`src/rtl/sup_pkg.sv`:
```
package sup_pkg;

  typedef enum logic [1:0] {
    DLY_SHORT    = 2'b00,
    DLY_LONG     = 2'b01,
    DLY_PROG     = 2'b10,
    DLY_PROG_ALT = 2'b11
  } dly_mode_e;

  function automatic longint us_to_cyc(input longint hz, input longint us);
    return (hz * us) / 64'sd1000000;
  endfunction

  function automatic longint max3(input longint a, input longint b, input longint c);
    longint m;
    m = (a > b) ? a : b;
    return (m > c) ? m : c;
  endfunction

endpackage

```
`src/rtl/sup_mr_sync.sv`:
```
module sup_mr_sync #(
  parameter int STAGES = 2
) (
  input  logic clk,
  input  logic rst,
  input  logic async_n,
  output logic sync_n
);

  logic [STAGES-1:0] q;

  generate
    genvar i;
    for (i = 0; i < STAGES; i++) begin : g_stage
      always_ff @(posedge clk) begin
        if (rst) q[i] <= 1'b0;
        else if (i == 0) q[i] <= async_n;
        else q[i] <= q[(i == 0) ? 0 : i-1];
      end
    end
  endgenerate

  assign sync_n = q[STAGES-1];

endmodule

```
`src/rtl/sup_level_qual.sv`:
```
module sup_level_qual #(
  parameter int LVL_W    = 10,
  parameter int QUAL_CYC = 20
) (
  input  logic             clk,
  input  logic             rst,
  input  logic [LVL_W-1:0] level,
  input  logic [LVL_W-1:0] thresh,
  input  logic [LVL_W-1:0] hyst,
  output logic             fault
);

  localparam int QW = $clog2(QUAL_CYC + 1);
  localparam logic [QW-1:0] QLAST = QW'(QUAL_CYC - 1);

  logic [QW-1:0] qcnt;
  logic          below;
  logic          above_rel;
  logic [LVL_W:0] rel_lvl;

  assign rel_lvl   = {1'b0, thresh} + {1'b0, hyst};
  assign below     = (level < thresh);
  assign above_rel = ({1'b0, level} >= rel_lvl);

  always_ff @(posedge clk) begin
    if (rst) begin
      qcnt  <= '0;
      fault <= 1'b1;
    end else if (below) begin
      if (qcnt == QLAST) fault <= 1'b1;
      else qcnt <= qcnt + QW'(1);
    end else begin
      qcnt <= '0;
      if (above_rel) fault <= 1'b0;
    end
  end

endmodule

```
`src/rtl/sup_delay_sel.sv`:
```
module sup_delay_sel
  import sup_pkg::*;
#(
  parameter int     CNT_W      = 24,
  parameter int     PROG_W     = 17,
  parameter longint SHORT_CYC  = 20000,
  parameter longint LONG_CYC   = 300000,
  parameter longint STEP_CYC   = 100,
  parameter longint OFFSET_CYC = 500
) (
  input  logic [1:0]        delay_sel,
  input  logic [PROG_W-1:0] prog_delay,
  output logic [CNT_W-1:0]  target
);

  logic [CNT_W-1:0] prog_ext;
  logic [CNT_W-1:0] prog_cyc;

  assign prog_ext = CNT_W'(prog_delay);
  assign prog_cyc = prog_ext * CNT_W'(STEP_CYC) + CNT_W'(OFFSET_CYC);

  always_comb begin
    case (dly_mode_e'(delay_sel))
      DLY_SHORT: target = CNT_W'(SHORT_CYC);
      DLY_LONG:  target = CNT_W'(LONG_CYC);
      default:   target = prog_cyc;
    endcase
  end

endmodule

```
`src/rtl/sup_release_timer.sv`:
```
module sup_release_timer #(
  parameter int CNT_W = 24
) (
  input  logic             clk,
  input  logic             rst,
  input  logic             fault_any,
  input  logic [CNT_W-1:0] target,
  output logic [CNT_W-1:0] cnt,
  output logic             out_n
);

  always_ff @(posedge clk) begin
    if (rst || fault_any) begin
      cnt   <= '0;
      out_n <= 1'b0;
    end else if (!out_n) begin
      if ((cnt + CNT_W'(1)) >= target) out_n <= 1'b1;
      else cnt <= cnt + CNT_W'(1);
    end
  end

endmodule

```
`src/rtl/supply_supervisor.sv`:
```
module supply_supervisor #(
  parameter int          LVL_W     = 10,
  parameter int          PROG_W    = 17,
  parameter int          QUAL_CYC  = 20,
  parameter int unsigned CLK_HZ    = 1000000,
  parameter int unsigned SHORT_US  = 20000,
  parameter int unsigned LONG_US   = 300000,
  parameter int unsigned STEP_US   = 100,
  parameter int unsigned OFFSET_US = 500
) (
  input  logic              clk,
  input  logic              rst,
  input  logic [LVL_W-1:0]  level_code,
  input  logic [LVL_W-1:0]  thresh,
  input  logic [LVL_W-1:0]  hyst,
  input  logic              man_rst_n,
  input  logic [1:0]        delay_sel,
  input  logic [PROG_W-1:0] prog_delay,
  output logic              rst_out_n
);

  localparam longint SHORT_CYC  = sup_pkg::us_to_cyc(longint'(CLK_HZ), longint'(SHORT_US));
  localparam longint LONG_CYC   = sup_pkg::us_to_cyc(longint'(CLK_HZ), longint'(LONG_US));
  localparam longint STEP_CYC   = sup_pkg::us_to_cyc(longint'(CLK_HZ), longint'(STEP_US));
  localparam longint OFFSET_CYC = sup_pkg::us_to_cyc(longint'(CLK_HZ), longint'(OFFSET_US));
  localparam longint PROG_MAX   = ((longint'(1) << PROG_W) - 1) * STEP_CYC + OFFSET_CYC;
  localparam longint MAX_CYC    = sup_pkg::max3(SHORT_CYC, LONG_CYC, PROG_MAX);
  localparam int     CNT_W      = $clog2(MAX_CYC + 1);

  logic             mr_s;
  logic             lvl_fault;
  logic             fault_any;
  logic [CNT_W-1:0] target;
  logic [CNT_W-1:0] tmr_cnt;

  sup_mr_sync #(.STAGES(2)) u_sync (
    .clk     (clk),
    .rst     (rst),
    .async_n (man_rst_n),
    .sync_n  (mr_s)
  );

  sup_level_qual #(.LVL_W(LVL_W), .QUAL_CYC(QUAL_CYC)) u_qual (
    .clk    (clk),
    .rst    (rst),
    .level  (level_code),
    .thresh (thresh),
    .hyst   (hyst),
    .fault  (lvl_fault)
  );

  sup_delay_sel #(
    .CNT_W      (CNT_W),
    .PROG_W     (PROG_W),
    .SHORT_CYC  (SHORT_CYC),
    .LONG_CYC   (LONG_CYC),
    .STEP_CYC   (STEP_CYC),
    .OFFSET_CYC (OFFSET_CYC)
  ) u_dsel (
    .delay_sel  (delay_sel),
    .prog_delay (prog_delay),
    .target     (target)
  );

  assign fault_any = lvl_fault | ~mr_s;

  sup_release_timer #(.CNT_W(CNT_W)) u_tmr (
    .clk       (clk),
    .rst       (rst),
    .fault_any (fault_any),
    .target    (target),
    .cnt       (tmr_cnt),
    .out_n     (rst_out_n)
  );

endmodule

```
`config.mk`:
```
export PLATFORM = sky130hd
export DESIGN_NAME = supply_supervisor
export DESIGN_NICKNAME = d
export VERILOG_FILES = /design/src/rtl/sup_pkg.sv /design/src/rtl/sup_mr_sync.sv /design/src/rtl/sup_level_qual.sv /design/src/rtl/sup_delay_sel.sv /design/src/rtl/sup_release_timer.sv /design/src/rtl/supply_supervisor.sv
export SDC_FILE = /design/constraint.sdc
export NUM_CORES = 1
export LEC_CHECK = 0
export ABC_AREA = 1
export BUFFER_PORTS_ARGS = -buffer_cell sky130_fd_sc_hd__buf_2
export CAP_MARGIN = 30
export CORE_MARGIN = 4
export CORE_UTILIZATION = 51
export DETAILED_ROUTE_END_ITERATION = 6
export PLACE_DENSITY = 0.72
export SLEW_MARGIN = 30
export SYNTH_ARGS = -nofsm -noshare
export SYNTH_HDL_FRONTEND = slang
export SYNTH_HIERARCHICAL = 1
export SYNTH_SLANG_ARGS = --single-unit
```
`constraint.sdc`:
```
create_clock -name clk -period 4.9 [get_ports clk]
set_input_delay 0.735 -clock clk [delete_from_list [all_inputs] [get_ports clk]]
set_output_delay 0.735 -clock clk [all_outputs]
set_load 0.01 [all_outputs]
```
==> run summary, run 1 <==
Die X-Extent - 119 um
Synth unique cells - 44
Detailed placement HPWL - 11900 um
Mapped Area - 6280 um2
Clk sinks - 33
Cells after Synth - 993
Largest net degree at the start of global routing - 30
CTS tree - done
Initial DRC count - 384
CP dominant cell by count - nand2_2
Fin nets - 1279
Final worst path period need - 4.70 ns
Crit Path Max Fanout - 7
CP peak stage delay - 0.52 ns
DR vias - 6411
Dpl cells - 1256
Routed wire length - 15100 um
Most frequent cell after synthesis - nand2_1
RD Place Congestion - 0.951
Max cap viols - 0
Status - finished clean
Crit path max-delay cell type - fa_1
Clock slew at reported path FFs - 0.05 ns
Drt first pass iters - 6
Initial Util - 0.521
VDD IR max - 0.000207 V
Num rows - 40
Die Ht - 119 um
Initial antenna violation count - 0
Routed vias/inst - 5.04
Critical Path RT - 5.07 ns
Hold Path Cell Cnt - 2
Layout cells sized above 1 - 0.257
RSZ-0062 raised after global routing - true
Die Footprint - 14200 um2
First-pass GRT wire length - 24900 um
Routed Antenna Nets - 0
Period utilisation layout - 0.960
Pre-CTS setup slack - -0.321 ns
Overflow after GRT - 0
Largest cells by area after synthesis - ha_1, nand2_1, inv_1, dfxtp_1, nand3_1
Setup violations, final - 0
H-tree depth - 2
Final worst setup slack - 0.198 ns
Root Buffer - clkbuf_16
Total GRT Usage - 0.204
Clk buf depth - 2
Area Growth Syn to Fin - 24.4%
Crit Path Class - primary input to flop
Number of synthesized register bits - 33
Max Slew Vio Count - 0
Reg2reg setup slack - 2.07 ns
Final-report hold violation count - 0
Crit path max-delay family - simple AND/OR/NAND/NOR gates
Clock Skew - 0.00411 ns
Register area share after synthesis - 0.105
Area leader, netlist - ha_1
Vias in the first global route - 5703
Relative slew margins - 0.560
Crit. End Element - flop
Core area - 12100 um2
PD cells - 259 nW/um2
I/O Buffers - 52
Async SR Flop Fraction - 0
Hold Crit Class - flop to flop
Tightest Pin Transition - 0.658 ns
WP buf/inv - 7
I/O pin cnt - 53
Post-synth EDFFs - 0
# DRC - 0
Post-synth top cells - nand2_1, inv_1, ha_1
Share of the synthesized area in the top cell type - 0.223
Diodes inserted - 0
Leak Pwr - 4.23 nW
F_max - 213 MHz
Total CTS buffers - 5
Synthesis warning total - 6
Top_reg_cell synth - dfxtp_1
Critical Path AT - 4.87 ns
Critical Path Source Type - primary input
Wire length per cell - 11.8 um
Worst r2r path cells - 18
Fin cells - 1271
Mapped Avg Cell Area - 6.33 um2
Clock latency at the later pin of the worst-skew pair - 0.28 ns
Crit. path cell count - 34
metal layers:
layer	wire length, um	GRT usage	share of wire
met3	801	0.0271	0.053
met1	6860	0.278	0.46
met2	7140	0.347	0.47
met5	0	0	0
met4	258	0.0362	0.017
sequential cells by signal, indices dropped and copies added, names as in the netlist:
name and flops:
u_tmr/cnt 24, u_qual/qcnt 5, u_qual/fault 1, u_sync/q 1
u_sync/sync_n 1, u_tmr/out_n 1
placed cells by master (no fill, tap or decap), drive strengths merged:
master  Yosys  routed
a21boi      1       1
fa         13      13
a21oi      43      43
inv       190     190
clkbuf      2      10
xnor2      11      11
nand3      82      82
dfxtp      33      33
nand2     293     294
mux2i       1       1
conb        1       2
o21bai      1       1
o21a        2       2
nor3        4       4
o21ai      13      13
clkinv      1       1
xor2       20      20
a31oi       3       3
nor3b       1       1
nor2      104     104
and2        3       3
or2         5       5
buf        13     113
ha        112     112
a21o        1       1
o31ai       4       4
o211ai      1       1
nand4      35      35
tightest hold or removal path, cell delays in order, from the launching register on:
cell,delay (ns)
dfxtp_1,0.29
inv_1,0.04
nor2_1,0.03
stage by stage:
step	setup TNS, ns	cell area, um2	hold slack, ns	util	total power (W)
after floorplan	0	6290	0.388	-	0.00112
after global placement	-5.18	7080	0.389	0.587	0.00147
after detailed placement	-7.21	7080	0.398	0.587	0.00149
after CTS	0	7240	0.406	0.601	0.00181
after global routing	-2.01	7820	0.431	0.648	0.00222
final	0	7820	0.403	0.648	0.00202
final cells by class:
| class | instances | area (um2) |
|---|---|---|
| repair buffers | 115 | 776 |
| fillers | 1106 | 4240 |
| clock buffers | 8 | 136 |
| flip-flops and latches | 33 | 661 |
| well taps | 168 | 210 |
| inverters | 191 | 717 |
| multi-input cells | 756 | 5320 |
worst paths after layout:
check                                 start                         to
hold reg to reg      u_sync/q[0]$_SDFF_PP0_   u_sync/sync_n$_SDFF_PP0_
setup reg to reg  u_tmr/cnt[0]$_SDFFE_PP0P_  u_tmr/cnt[0]$_SDFFE_PP0P_
hold / removal       u_sync/q[0]$_SDFF_PP0_   u_sync/sync_n$_SDFF_PP0_
setup / recovery              prog_delay[6]  u_tmr/cnt[0]$_SDFFE_PP0P_
cells by family (layout without fill, tap and decap cells):
logic type                 after synthesis  count (layout)  synth area share
other                                    1               2          0.000597
xor gates and xnor gates                31              31            0.0468
adders and majority gates              125             125             0.264
AOI/OAI and AO/OA                       69              69            0.0631
and+or+nand+nor                        527             528             0.387
DFF                                     33              33             0.105
buffers and inverters                  206             314             0.132
muxes                                    1               1           0.00159
what timing repair did:
| item | CTS | global route |
|---|---|---|
| hold buffers | 0 | 0 |
| buffers inserted | 0 | 7 |
| hold endpoints to repair | 0 | 0 |
| gates cloned | 0 | 2 |
| setup endpoints to repair | 24 | 25 |
| pin swaps | 1 | 39 |
| resized for setup | 3 | 104 |
where the power goes:
part / internal [W] / switching [W]
registers: 0.000272 / 0.00000238
logic: 0.000637 / 0.000810
clock network: 0.000189 / 0.000111
(Power assumes the default switching activity.)
==> inputs of run 2 (changes only) <==
--- a/config.mk
+++ b/config.mk
@@ -12,6 +12,7 @@
 export CORE_UTILIZATION = 51
 export DETAILED_ROUTE_END_ITERATION = 6
 export PLACE_DENSITY = 0.72
+export SETUP_SLACK_MARGIN = 0.5
 export SLEW_MARGIN = 30
 export SYNTH_ARGS = -nofsm -noshare
 export SYNTH_HDL_FRONTEND = slang
==> run 2 against run 1 <==
Effect of this change:
- final cell count shrank 0.87%
- sequential share of layout area shrank 0.45 points
- fmax shrank 0.39%
- worst setup slack lost 0.019 ns
- register-to-register slack lost 0.10 ns
- flip-flop and latch count is the same
- non-clock buffer count shrank 9
- count of clock-buffer cells in the layout shrank 1
- global-route usage grew 1.4 points
- final area grew 5.6%
- worst hold slack lost 0.0027 ns
- critical path type unchanged
- critical endpoint is now u_tmr/cnt[14]$_SDFFE_PP0P_
- largest power group unchanged
==> run summary, run 2 (synthesis results as in run 1) <==
CP dominant cell by count - nand2_1
F_max - 212 MHz
Die Footprint - 14200 um2
PD cells - 268 nW/um2
Hold Crit Class - flop to flop
DR vias - 6464
Crit. End Element - flop
Final worst path period need - 4.72 ns
Root Buffer - clkbuf_16
Vias in the first global route - 6206
Area Growth Syn to Fin - 31.4%
Core area - 12100 um2
Period utilisation layout - 0.963
Routed vias/inst - 5.13
I/O Buffers - 52
Final Cell Area - 8260 um2
Total CTS buffers - 5
Final worst setup slack - 0.180 ns
Leak Pwr - 4.23 nW
Largest regs - u_tmr/cnt (24), u_qual/qcnt (5)
RSZ-0062 raised after global routing - true
CTS tree - done
Num rows - 40
Die Ht - 119 um
Hold buffer count at CTS - 0
CP peak stage delay - 0.54 ns
DP Area - 7290 um2
Clock slew at reported path FFs - 0.05 ns
Pre-CTS setup slack - -0.141 ns
Total GRT Usage - 0.218
Final-report hold violation count - 0
Die X-Extent - 119 um
Setup violations, final - 0
VDD IR max - 0.000151 V
Critical Path RT - 5.12 ns
Critical Path AT - 4.94 ns
Initial Util - 0.521
Reg2reg setup slack - 1.97 ns
Crit path max-delay cell type - fa_1
RD Place Congestion - 0.884
Wire length per cell - 12.8 um
Drt first pass iters - 6
I/O pin cnt - 53
Layout cells sized above 1 - 0.320
Clock latency at the later pin of the worst-skew pair - 0.28 ns
Crit Path Max Fanout - 7
Tightest Pin Transition - 0.600 ns
Clk sinks - 33
Most common cell after layout, fill and taps aside - nand2_1
Max reg flops - 24
Relative slew margins - 0.599
Diodes inserted - 0
Initial antenna violation count - 0
Detailed placement HPWL - 11700 um
Largest net degree at the start of global routing - 29
Routed wire length - 16100 um
First-pass GRT wire length - 26500 um
Fin nets - 1269
Most frequent cells in the layout - nand2_1, inv_1, ha_1, nor2_1, nand2_2
# DRC - 0
Overflow after GRT - 0
Critical Path Source Type - primary input
Initial DRC count - 417
Routed Antenna Nets - 0
H-tree depth - 2
Most flops, register - u_tmr/cnt
Crit Path Class - primary input to flop
Status - finished clean
Clk buf depth - 2
Max Slew Vio Count - 0
Max cap viols - 0
Clock Skew - 0.00310 ns
[run 2: cell types whose count changed in the layout (fill, tap and decap cells not counted), moves of 9 or more]
cell / before / now
nand2_1: 236 / 219
inv_1: 174 / 160
buf_4: 58 / 49
nand2_2: 47 / 56
nand3_1: 70 / 50
ha_1: 90 / 74
nand3_2: 12 / 31
ha_4: 22 / 34
inv_2: 16 / 29
[run 2: worst max-delay path: cells and delay by family]
kind / cells / cell delay, ns
buffers and inverters: 7 / 0.58
AND/OR/NAND/NOR: 23 / 2.05
adder cells (fa/ha/maj): 5 / 1.54
[run 2: timing repair]
| item | CTS | global route |
|---|---|---|
| pin swaps | 68 | 84 |
| endpoints found under the setup margin | 25 | 25 |
| buffers inserted | 18 | 7 |
| gates cloned | 1 | 0 |
| gates resized for setup | 95 | 62 |
[run 2: worst paths after layout]
kind / start / to / cells past startpoint
max: prog_delay[9] / u_tmr/cnt[14]$_SDFFE_PP0P_ / 35
min: u_sync/q[0]$_SDFF_PP0_ / u_sync/sync_n$_SDFF_PP0_ / 2
max reg2reg: u_tmr/cnt[0]$_SDFFE_PP0P_ / u_tmr/cnt[19]$_SDFFE_PP0P_ / 17
min reg2reg: u_sync/q[0]$_SDFF_PP0_ / u_sync/sync_n$_SDFF_PP0_ / 2
[run 2: report_power, final]
part	internal, W	total [W]	leakage [nW]	switching (W)
logic	0.000705	0.00162	3.90	0.000918
registers	0.000272	0.000274	0.267	0.00000231
clock network	0.000199	0.000312	0.0700	0.000113
[run 2: area by class of cell]
| type | count | area, um2 |
|---|---|---|
| Clock buffer | 7 | 143 |
| Fill cell | 999 | 3800 |
| Inverter | 191 | 719 |
| Multi-Input combinational cell | 755 | 5710 |
| Sequential cell | 33 | 661 |
| Tap cell | 168 | 210 |
| Timing Repair Buffer | 106 | 817 |
[run 2: per-stage QoR]
| stage | utilization | TNS (ns) | total power (W) | cells | hold slack, ns |
|---|---|---|---|---|---|
| after floorplan | - | 0 | 0.00124 | 994 | 0.388 |
| after global placement | 0.602 | -2.13 | 0.00150 | 1226 | 0.388 |
| after detailed placement | 0.605 | -2.90 | 0.00152 | 1227 | 0.395 |
| after CTS | 0.660 | 0 | 0.00204 | 1253 | 0.402 |
| after global routing | 0.685 | -1.26 | 0.00241 | 1260 | 0.427 |
| final | 0.685 | 0 | 0.00221 | 1260 | 0.400 |
[run 2: per-layer routing]
layer  wire, um  GRT usage  vias up
li1           -          -     3342
met1       7080      0.276     2907
met2       7900      0.386      179
met3        786     0.0318       36
met4        307     0.0565        0
met5          0          0        -
==> inputs of run 3 (changes only) <==
--- a/config.mk
+++ b/config.mk
@@ -8,10 +8,12 @@
 export ABC_AREA = 1
 export BUFFER_PORTS_ARGS = -buffer_cell sky130_fd_sc_hd__buf_2
 export CAP_MARGIN = 30
+export CELL_PAD_IN_SITES_DETAIL_PLACEMENT = 0
+export CELL_PAD_IN_SITES_GLOBAL_PLACEMENT = 2
 export CORE_MARGIN = 4
-export CORE_UTILIZATION = 51
+export CORE_UTILIZATION = 31
 export DETAILED_ROUTE_END_ITERATION = 6
-export PLACE_DENSITY = 0.72
+export PLACE_DENSITY_LB_ADDON = 0.1
 export SETUP_SLACK_MARGIN = 0.5
 export SLEW_MARGIN = 30
 export SYNTH_ARGS = -nofsm -noshare
==> run 3 against run 2 <==
Effect of this change:
- non-clock buffer count is 27 higher
- flip-flop and latch count stayed put
- sequential share of layout area hardly changed
- first-iteration DRC count is 54% lower
- worst hold slack better by 0.0019 ns
- final cell count is 10% higher
- count of clock-buffer cells in the layout is 1 lower
- final area is 0.11% lower
- combinational power is 3% lower
- power is 0.69% higher
- critical path depth is 3 lower
- utilization is 27 points lower
- largest power group unchanged
==> run summary, run 3 (synthesis results as in run 1) <==
Final-report hold violation count - 0
Initial DRC count - 191
Wire length per cell - 11.7 um
Reg2reg setup slack - 2.01 ns
CTS tree - done
Drt first pass iters - 4
Most frequent cells in the layout - nand2_1, inv_1, ha_1, buf_4, nor2_1
Most common cell after layout, fill and taps aside - nand2_1
DR vias - 6176
Clk sinks - 33
Routed wire length - 16200 um
VDD IR max - 0.000103 V
Total CTS buffers - 5
Status - finished clean
Root Buffer - clkbuf_16
Reg power frac - 0.123
Fin nets - 1296
Reg-to-reg critical path startpoint - u_tmr/cnt[0]$_SDFFE_PP0P_
Detailed placement HPWL - 13900 um
Crit path max-delay cell type - fa_1
RSZ-0062 raised after global routing - true
RD Place Congestion - 0.784
Vias in the first global route - 6122
Largest regs - u_tmr/cnt (24), u_qual/qcnt (5)
I/O Buffers - 52
Area Growth Syn to Fin - 31.3%
Critical Path Source Type - primary input
Worst Setup SP - prog_delay[6]
Tightest Pin Transition - 0.545 ns
Period utilisation layout - 0.956
Setup violations, final - 0
Clock share of power - 0.170
Relative slew margins - 0.637
Max Slew Vio Count - 0
# DRC - 0
Die X-Extent - 150 um
CP peak stage delay - 0.57 ns
CP endpoint - u_tmr/cnt[1]$_SDFFE_PP0P_
Most flops, register - u_tmr/cnt
Die Footprint - 22600 um2
Layout cells sized above 1 - 0.284
Routed Antenna Nets - 0
Initial Util - 0.319
Switching portion of total power - 0.434
Clock latency at the later pin of the worst-skew pair - 0.29 ns
Hold Crit Class - flop to flop
Routed vias/inst - 4.46
Largest net degree at the start of global routing - 49
Total GRT Usage - 0.151
Final worst path period need - 4.68 ns
F_max - 214 MHz
Clock slew at reported path FFs - 0.06 ns
Max reg flops - 24
Core area - 19700 um2
Overflow after GRT - 0
I/O pin cnt - 53
Initial antenna violation count - 0
Crit Path Class - primary input to flop
DP Area - 7690 um2
Internal Pwr Total - 0.00126 W
Critical Path RT - 5.08 ns
Crit Path Max Fanout - 14
Clock Skew - 0.00649 ns
Num rows - 51
First-pass GRT wire length - 28300 um
Worst r2r path cells - 19
Final Cell Area - 8250 um2
CP dominant cell by count - nand2_1
Crit. End Element - flop
NetSw - 0.000964 W
Leak Pwr - 4.32 nW
Clk buf depth - 2
RR Endpoint - u_tmr/cnt[1]$_SDFFE_PP0P_
Max cap viols - 0
Critical Path AT - 4.86 ns
Comb pwr share - 0.707
H-tree depth - 2
Finished Core Util - 0.418
PD cells - 270 nW/um2
Die Ht - 150 um
==> run 3: layout make-up <==
type	instances	area, um2
Clock inverter	2	37.5
Tap cell	265	332
Inverter	191	719
Timing Repair Buffer	133	942
Fill cell	2148	11500
Clock buffer	6	139
Multi-Input combinational cell	755	5420
Antenna cell	1	2.50
Sequential cell	33	661
==> run 3: metal layers <==
metal / global-route usage / part of all wire / vias to the layer above
met3: 0.0205 / 0.027 / 11
met1: 0.217 / 0.52 / 2712
met2: 0.248 / 0.45 / 64
met5: 0 / 0 / -
met4: 0.0197 / 0.0080 / 0
li1: - / - / 3389
==> run 3: per-stage QoR <==
| step | TNS (ns) | total power (W) | worst slack [ns] | std cells | hold WS (ns) |
|---|---|---|---|---|---|
| 2_1_floorplan | 0 | 0.00124 | 0.444 | 994 | 0.388 |
| 3_3_place_gp | -5.17 | 0.00168 | -0.223 | 1365 | 0.400 |
| 3_5_place_dp | -4.36 | 0.00168 | -0.199 | 1365 | 0.397 |
| 4_1_cts | 0 | 0.00217 | 0.248 | 1381 | 0.405 |
| 5_1_grt | -0.822 | 0.00247 | -0.0678 | 1385 | 0.431 |
| 6_report | 0 | 0.00222 | 0.218 | 1386 | 0.402 |
==> run 3: power by group through the flow <==
stage          registers, W  clock network [W]  logic (W)
2_1_floorplan      0.000280                  0   0.000958
5_1_grt            0.000275           0.000401    0.00179
3_5_place_dp       0.000280                  0    0.00140
4_1_cts            0.000274           0.000390    0.00150
3_3_place_gp       0.000280                  0    0.00140
6_report           0.000274           0.000377    0.00157
==> run 3: worst min path at each step <==
stage,to,cells after the start,start,slack (ns)
after global placement,u_sync/sync_n$_SDFF_PP0_,2,u_sync/q[0]$_SDFF_PP0_,0.40
final,u_sync/sync_n$_SDFF_PP0_,2,u_sync/q[0]$_SDFF_PP0_,0.40
after global routing,u_sync/sync_n$_SDFF_PP0_,2,u_sync/q[0]$_SDFF_PP0_,0.43
after detailed placement,u_sync/sync_n$_SDFF_PP0_,2,u_sync/q[0]$_SDFF_PP0_,0.40
after CTS,u_sync/sync_n$_SDFF_PP0_,2,u_sync/q[0]$_SDFF_PP0_,0.40
after floorplan,u_sync/sync_n$_SDFF_PP0_,2,u_sync/q[0]$_SDFF_PP0_,0.39
==> run 3: repair_timing <==
item | CTS | global route
buffers inserted | 8 | 4
setup endpoints to repair | 25 | 25
hold buffers | 0 | 0
pin swaps | 10 | 5
resized for setup | 43 | 30
cloned | 0 | 0
hold endpoints to repair | 0 | 0
==> run 3: worst max-delay path, delay by kind of cell <==
| family | cells | cell delay [ns] |
|---|---|---|
| buffers and inverters | 7 | 0.72 |
| adders and majority gates | 5 | 1.66 |
| xor gates and xnor gates | 1 | 0.15 |
| AOI/OAI and AO/OA | 1 | 0.15 |
| and+or+nand+nor | 18 | 1.43 |
